==> config.mk <==
export PLATFORM = sky130hd
export DESIGN_NAME = gamma_seg_eval
export DESIGN_NICKNAME = d
export VERILOG_FILES = /design/src/rtl/gm_pkg.sv /design/src/rtl/gm_decode.sv /design/src/rtl/gm_blend.sv /design/src/rtl/gamma_seg_eval.sv
export SDC_FILE = /design/constraint.sdc
export NUM_CORES = 1
export LEC_CHECK = 0
export BUFFER_PORTS_ARGS = -buffer_cell sky130_fd_sc_hd__buf_2
export CELL_PAD_IN_SITES_DETAIL_PLACEMENT = 1
export CELL_PAD_IN_SITES_GLOBAL_PLACEMENT = 2
export CORE_MARGIN = 4
export CORE_UTILIZATION = 30
export DETAILED_ROUTE_END_ITERATION = 6
export GPL_TIMING_DRIVEN = 0
export PLACE_DENSITY = 0.8
export SLEW_MARGIN = 0
export SYNTH_ARGS = -nofsm -noshare
export SYNTH_HDL_FRONTEND = slang
export SYNTH_HIERARCHICAL = 1
export SYNTH_SLANG_ARGS = --single-unit
==> constraint.sdc <==
create_clock -name clk -period 20.5 [get_ports clk]
set_input_delay 4.1 -clock clk [delete_from_list [all_inputs] [get_ports clk]]
set_output_delay 4.1 -clock clk [all_outputs]
set_load 0.01 [all_outputs]
==> src/rtl/gm_pkg.sv <==
package gm_pkg;

    localparam int GM_IN_W      = 24;
    localparam int GM_OUT_W     = 16;
    localparam int GM_FINE_SH   = 3;
    localparam int GM_COARSE_SH = 10;
    localparam int GM_IDX_W     = 8;

    localparam int GM_CODE_W    = GM_COARSE_SH + GM_IDX_W;
    localparam int GM_MID_W     = GM_FINE_SH + GM_IDX_W;
    localparam int GM_ADDR_W    = GM_IDX_W + 1;
    localparam int GM_FRAC_W    = GM_COARSE_SH;
    localparam int GM_PROD_W    = GM_OUT_W + GM_FRAC_W + 2;

    typedef enum logic [1:0] {
        SEG_DARK = 2'd0,
        SEG_MID  = 2'd1,
        SEG_WIDE = 2'd2
    } seg_e;

    typedef struct packed {
        logic                  full;
        logic [GM_OUT_W-1:0]   peak;
        logic [GM_FRAC_W-1:0]  frac;
    } meta_t;

    typedef struct packed {
        meta_t                 m;
        seg_e                  seg;
        logic [GM_ADDR_W-1:0]  addr;
    } lookup_t;

    typedef struct packed {
        logic                  full;
        logic [GM_OUT_W-1:0]   peak;
        logic [GM_OUT_W-1:0]   base;
        logic [GM_PROD_W-1:0]  prod;
    } blend_t;

    function automatic logic [GM_OUT_W-1:0] gm_clamp(input logic [GM_PROD_W-1:0] v);
        if (v[GM_PROD_W-1])
            return '0;
        else if (|v[GM_PROD_W-2:GM_OUT_W])
            return '1;
        else
            return v[GM_OUT_W-1:0];
    endfunction

endpackage

==> src/rtl/gm_decode.sv <==
module gm_decode
    import gm_pkg::*;
(
    input  logic [GM_IN_W-1:0]  code,
    input  logic [GM_OUT_W-1:0] peak,
    output lookup_t             lk
);
    always_comb begin
        lk.m.peak = peak;
        lk.m.full = |code[GM_IN_W-1:GM_CODE_W];
        if (lk.m.full) begin
            lk.seg    = SEG_DARK;
            lk.addr   = '0;
            lk.m.frac = '0;
        end else if (|code[GM_CODE_W-1:GM_MID_W]) begin
            lk.seg    = SEG_WIDE;
            lk.addr   = GM_ADDR_W'(code[GM_CODE_W-1:GM_COARSE_SH]);
            lk.m.frac = code[GM_COARSE_SH-1:0];
        end else if (|code[GM_MID_W-1:GM_FINE_SH]) begin
            lk.seg    = SEG_MID;
            lk.addr   = GM_ADDR_W'(code[GM_MID_W-1:GM_FINE_SH]);
            lk.m.frac = {code[GM_FINE_SH-1:0], {(GM_COARSE_SH-GM_FINE_SH){1'b0}}};
        end else begin
            lk.seg    = SEG_DARK;
            lk.addr   = GM_ADDR_W'(code[GM_FINE_SH-1:0]);
            lk.m.frac = '0;
        end
    end
endmodule

==> src/rtl/gm_blend.sv <==
module gm_blend
    import gm_pkg::*;
(
    input  logic                clk,
    input  logic                rst,
    input  logic                en,
    input  logic                v_in,
    input  meta_t               meta,
    input  logic [GM_OUT_W-1:0] pt_lo,
    input  logic [GM_OUT_W-1:0] pt_hi,
    output logic                v_out,
    output logic [GM_OUT_W-1:0] pix
);
    logic signed [GM_OUT_W:0]    diff;
    logic signed [GM_PROD_W-1:0] diff_x, frac_x, prod_n;
    logic signed [GM_PROD_W-1:0] base_x, step_x, sum;
    blend_t                      b_q;
    logic                        v3;

    always_comb begin
        diff   = $signed({1'b0, pt_hi}) - $signed({1'b0, pt_lo});
        diff_x = GM_PROD_W'(diff);
        frac_x = GM_PROD_W'($signed({1'b0, meta.frac}));
        prod_n = diff_x * frac_x;
    end

    always_ff @(posedge clk) begin
        if (rst) begin
            v3  <= 1'b0;
            b_q <= '0;
        end else if (en) begin
            v3       <= v_in;
            b_q.full <= meta.full;
            b_q.peak <= meta.peak;
            b_q.base <= pt_lo;
            b_q.prod <= prod_n;
        end
    end

    always_comb begin
        base_x = $signed(GM_PROD_W'({1'b0, b_q.base}));
        step_x = $signed(b_q.prod) >>> GM_FRAC_W;
        sum    = base_x + step_x;
    end

    always_ff @(posedge clk) begin
        if (rst) begin
            v_out <= 1'b0;
            pix   <= '0;
        end else if (en) begin
            v_out <= v3;
            pix   <= b_q.full ? b_q.peak : gm_clamp(sum);
        end
    end

    // a full-scale pixel leaves with the peak value it carried
    a_r5_peak_bypass: assert property (@(posedge clk) disable iff (rst)
        (en && v3 && b_q.full) |=> (v_out && pix == $past(b_q.peak)));
endmodule

==> src/rtl/gamma_seg_eval.sv <==
module gamma_seg_eval
    import gm_pkg::*;
(
    input  logic                 clk,
    input  logic                 rst,
    input  logic                 in_valid,
    output logic                 in_ready,
    input  logic [GM_IN_W-1:0]   pix_code,
    input  logic [GM_OUT_W-1:0]  peak_val,
    output logic                 rd_en,
    output logic [1:0]           rd_seg,
    output logic [GM_ADDR_W-1:0] rd_addr_lo,
    output logic [GM_ADDR_W-1:0] rd_addr_hi,
    input  logic [GM_OUT_W-1:0]  rd_data_lo,
    input  logic [GM_OUT_W-1:0]  rd_data_hi,
    output logic                 out_valid,
    input  logic                 out_ready,
    output logic [GM_OUT_W-1:0]  out_pix
);
    logic    en;
    lookup_t dec;
    lookup_t s1_q;
    logic    s1_v;
    meta_t   s2_q;
    logic    s2_v;

    assign en       = !out_valid || out_ready;
    assign in_ready = en;

    gm_decode u_decode (
        .code (pix_code),
        .peak (peak_val),
        .lk   (dec)
    );

    always_ff @(posedge clk) begin
        if (rst) begin
            s1_v <= 1'b0;
            s1_q <= '0;
        end else if (en) begin
            s1_v <= in_valid;
            if (in_valid)
                s1_q <= dec;
        end
    end

    assign rd_en      = en && s1_v;
    assign rd_seg     = s1_q.seg;
    assign rd_addr_lo = s1_q.addr;
    assign rd_addr_hi = s1_q.addr + GM_ADDR_W'(1);

    always_ff @(posedge clk) begin
        if (rst) begin
            s2_v <= 1'b0;
            s2_q <= '0;
        end else if (en) begin
            s2_v <= s1_v;
            s2_q <= s1_q.m;
        end
    end

    gm_blend u_blend (
        .clk   (clk),
        .rst   (rst),
        .en    (en),
        .v_in  (s2_v),
        .meta  (s2_q),
        .pt_lo (rd_data_lo),
        .pt_hi (rd_data_hi),
        .v_out (out_valid),
        .pix   (out_pix)
    );

    // darkest segment never reads past its last point
    a_r1_dark_range: assert property (@(posedge clk) disable iff (rst)
        (rd_en && rd_seg == 2'd0) |-> (rd_addr_hi <= GM_ADDR_W'(8)));
    // middle segment is used only above the darkest range
    a_r1_mid_floor: assert property (@(posedge clk) disable iff (rst)
        (rd_en && rd_seg == 2'd1) |-> (rd_addr_lo != '0));
    // wide segment is used only above the middle range
    a_r1_wide_floor: assert property (@(posedge clk) disable iff (rst)
        (rd_en && rd_seg == 2'd2) |-> (rd_addr_lo >= GM_ADDR_W'(2)));
    // a stalled result is held
    a_r7_stall_hold: assert property (@(posedge clk) disable iff (rst)
        (out_valid && !out_ready) |=> (out_valid && $stable(out_pix)));
    // no read is issued while the output is stalled
    a_r9_no_read_in_stall: assert property (@(posedge clk) disable iff (rst)
        (out_valid && !out_ready) |-> !rd_en);
endmodule

* Word-level counts from Yosys, hierarchy flattened
Index checks and enable logic that the tools add are counted.
Cells by class: reduce and logical (&&, ||, !) cells 8, multiply operators 1, multiplexer cells 6, $add $sub $neg 3
Operators by type and width (number):
- 21-bit two-way mux | 3
- 16-bit two-way mux | 3
- 17-bit by 11-bit multiplier with 28-bit output | 1
- 17-bit by 18-bit adder with 19-bit output | 1
- 16-bit by 16-bit subtractor with 17-bit output | 1
- 11-bit OR reduction | 1
- 9-bit by 1-bit adder with 9-bit output, second input constant | 1
- 8-bit OR reduction | 1
- 7-bit OR reduction | 1
- 6-bit OR reduction | 1
- 2-bit AND reduction | 1
- 1-bit logical AND | 1
- 1-bit zero test | 1
- 1-bit logical OR | 1
Storage, ports and cells: output and inout bits 39, input bits 76, flip-flop bits (word level) 146

* Logic depth before layout (Yosys ltp)
depth in word-level cells 5, gate-level depth with buffers 30, gate-level depth less buffers 28

* Cells and area by module
Netlist, hierarchy kept.
Modules (own cells, without submodules):
- gm_blend | cells each 1340, area an instance 11263.3 um^2, times used 1
- gamma_seg_eval | cells each 332, area an instance 2687.6 um^2, times used 1
- gm_decode | cells each 62, area an instance 420.4 um^2, times used 1

* Least setup slack after synthesis
OpenSTA, ideal clock, no wires.
kind input port to flip-flop, start input port rd_data_hi[0], end register u_blend/b_q[26] in the netlist's numbering, path buffers 2, cell stages on the path 27, setup time 0.126 ns, path slack 9.947 ns, arrival time 10.427 ns, path through inv_1 > ha_1 > fa_1 > nor2b_1 > o21a_1 > o21a_1 > o211ai_2 > a21o_1 > buf_2 > a31o_2 > buf_2 > a21oi_1 > fa_1 > inv_1 > fa_1 > fa_1 > fa_1 > inv_1 > fa_1 > inv_1 > ha_1 > o21ai_0 > nand2b_1 > a31o_2 > a2111oi_2 > xnor2_1 > o21ai_1
On the way: word-level cells in the longest chain between the ends 2
RTL lines:
- start, declared | line gamma_seg_eval.sv:15 | input logic [GM_OUT_W-1:0] rd_data_hi,
- 16-bit by 16-bit subtractor with 17-bit output | line gm_blend.sv:21 | diff = $signed({1'b0, pt_hi}) - $signed({1'b0, pt_lo});
- 17-bit by 11-bit multiplier with 28-bit output | line gm_blend.sv:24 | prod_n = diff_x * frac_x;
- end, declared | line gm_blend.sv:17 | blend_t b_q;
No other way between the ends. A chain may end at the register's enable or synchronous reset.

* Worst setup path after layout
Same ends and word-level chain as after synthesis.

==> run metrics <==
status=finished, final reports clean; RSZ-0062 raised after global routing=no; die area=between 50000 and 60000 µm²; Nets=2173; Synth Area in Adders=0.2955; EDFF count, synth=0; CTS tree=yes; first-pass GRT wire length=approximately 73 mm; post-route antenna net violation count=0; cell area power density=approximately 43 nW/µm²; DR vias/cell=5.113; fillcell total=roughly 5600; final hold slack=approximately 0.45 ns; largest family of logic cells by synthesized area=adder cells; unique cell type count in the Yosys netlist=86; maximum VDD drop=0.00004835 V; Synth Area per Inst=8.288 µm²; Placer Congestion=about 0.86; vias in the first global route=about 14000; measured slew at the worst slew-check pin=1.243 ns; Synth Area in Compound Gates=0.1758; cts bufs inserted=17; crit path DAT=~12 ns; clock-pin slew on the worst setup and hold paths=around 0.060 ns; drt drc=0; Worst Hold Class=reg -> reg; GRT Resource Usage Total=0.1798; layout overhead on the synthesized area=12.71%; Die Ht=226.9 µm; Seq cells post-synth=136; fin. max-slew vios=0; critical path's slowest cell=fa_1; XOR/XNOR Fraction of Synth Area=0.02316; post_cts resized=0; Die W=around 230 µm; port bufs=slightly below 100; Final Cycle Share=0.5560; GR Overflow Total=0; DRT Pass-1 Iters=5; predominant post-synthesis flop cell=dfxtp_1; Post-Syn Instances=between 1500 and 2000; leakage=7.573 nW; Tmin final=11.40 ns; Net Count, Synth=around 2100; area post-placement=between 15000 and 20000 µm²; Max Fanout on Critical Path=10; Hold Violations, Final=0; Via Count=12629; top-level I/O count=115; CP required=about 21 ns; CTS H-tree lvls=4; clock skew=0.01226 ns; cts hold-fix bufs=0; Slew HR=0.1651; core area=between 40000 and 50000 µm²; Starting Density=0.3061; multi-input combinational cell area=between 10000 and 15000 µm²; CP Launch Type=primary input; Setup TNS=0 ns; register area=roughly 2700 µm²; Crit. End Element=flip-flop; hold_sp=s2_q[18]; share of layout cells above drive strength 1=0.1177; CP Class=in -> reg; First DRT Iteration DRCs=around 710; WL/cell=around 19 µm; total wire length=46.16 mm; Root Driver=clkbuf_16; Setup violations, final=0; portion of netlist area occupied by mux cells=0.02507; Crit path largest cell delay=roughly 0.69 ns; largest net degree at the start of global routing=17; Crit Reg-Reg Startpoint=s2_q[5]; CTS max path bufs=2; post-CTS setup buffer count=0; max cap viols=0; Worst Setup SP=rd_data_hi[0]; FFs w/ async S/R, synth=0; Clk Latency, worst-skew pair=0.42 ns; fin area=between 15000 and 20000 µm²; initial antenna violation count=3; clock sinks=between 100 and 150; dpl hpwl=37.45 mm; fmax=between 80 and 90 MHz; Row Count=79; Mapped Area=~14000 µm²; Synth Area in Simple Gates=0.1842; Yosys warning count=6; post-synthesis sequential area ratio=0.1894
## report_power, final
group          switching, mW  internal [mW]  leakage (nW)
Clock                  0.119          0.185         0.279
Combinational         0.0811         0.0357          6.18
Sequential           0.00582          0.273          1.11
Total                  0.206          0.493          7.57
## cell type report
cell class,count,area share
Antenna cell,2,0.0003090
Buffer,120,0.03916
Clock buffer,20,0.02819
Clock inverter,10,0.007415
Inverter,239,0.05538
Multi-Input combinational cell,1239,0.6246
Sequential cell,136,0.1681
Tap cell,607,0.04689
Timing Repair Buffer,97,0.02997
## synthesized netlist by cell type (36+ instances only)
library cell    n  area [µm²]
inv_1         236       885.9
nand2_1       190       713.2
fa_1          154        3083
dfxtp_1       136        2723
a21oi_1       115       575.6
nor2_1        102       382.9
ha_1           93        1164
nand3_1        69       345.3
o21ai_0        64       320.3
clkbuf_1       59       221.5
and2_1         46       287.8
mux2i_1        36       360.4
## critical path: cells and delay by family
kind	cells	cell delay, ns
buffers and inverters	9	1.05
xor gates and xnor gates	1	0.23
and+or+nand+nor	5	0.87
AOI/OAI and AO/OA	8	1.76
adders and majority gates	8	3.67
## kinds of logic after synthesis
| logic type | count (synthesis) |
|---|---|
| buffers and inverters | 359 |
| multiplexers | 36 |
| AND/OR/NAND/NOR | 545 |
| XOR/XNOR | 38 |
| other | 1 |
| AO/OA/AOI/OAI | 372 |
| adder cells (fa/ha/maj) | 247 |
| flip-flops | 136 |
## flip-flops by register name, indices dropped and copies added (netlist names)
register	cells
s1_v	1
rd_addr_lo	9
s2_v	1
u_blend/v_out	1
s1_q	27
s2_q	27
u_blend/v3	1
u_blend/b_q	51
rd_seg	2
u_blend/pix	16
## cell usage in the layout (no fill, tap or decap), types with 46 or more instances in the layout
cell,instances
buf_2,115
clkbuf_1,60
and2_1,46
a21oi_1,115
nor2_1,102
inv_1,236
o21ai_0,64
nand3_1,69
nand2_1,190
dfxtp_1,136
fa_1,154
ha_1,93
## per-stage QoR
step	cells	setup WS (ns)	util	total power, mW
floorplan	1734	9.947	-	0.3519
global placement	2438	8.833	0.3326	0.3980
detailed placement	2438	8.754	0.3326	0.4007
CTS	2468	9.189	0.3449	0.7067
global route	2469	8.628	0.3449	0.7300
finish	2470	9.101	0.3450	0.6989
## worst paths after layout
check        cells after the start  slack (ns)               to
min                              2        0.45         s2_q[18]
max reg2reg                     19       13.79  u_blend/b_q[23]
min reg2reg                      2        0.45         s2_q[18]
max                             31        9.10  u_blend/b_q[26]
## metal layers
| layer | GRT usage | vias to the layer above | wire, µm |
|---|---|---|---|
| met1 | 0.2383 | 6308 | 21170 |
| met2 | 0.3086 | 268 | 22050 |
| met5 | 0 | - | 27 |
| met3 | 0.02991 | 47 | 2049 |
| met4 | 0.04046 | 4 | 863 |
| li1 | - | 6002 | - |
No activity file was read; power rests on OpenSTA's default activity.
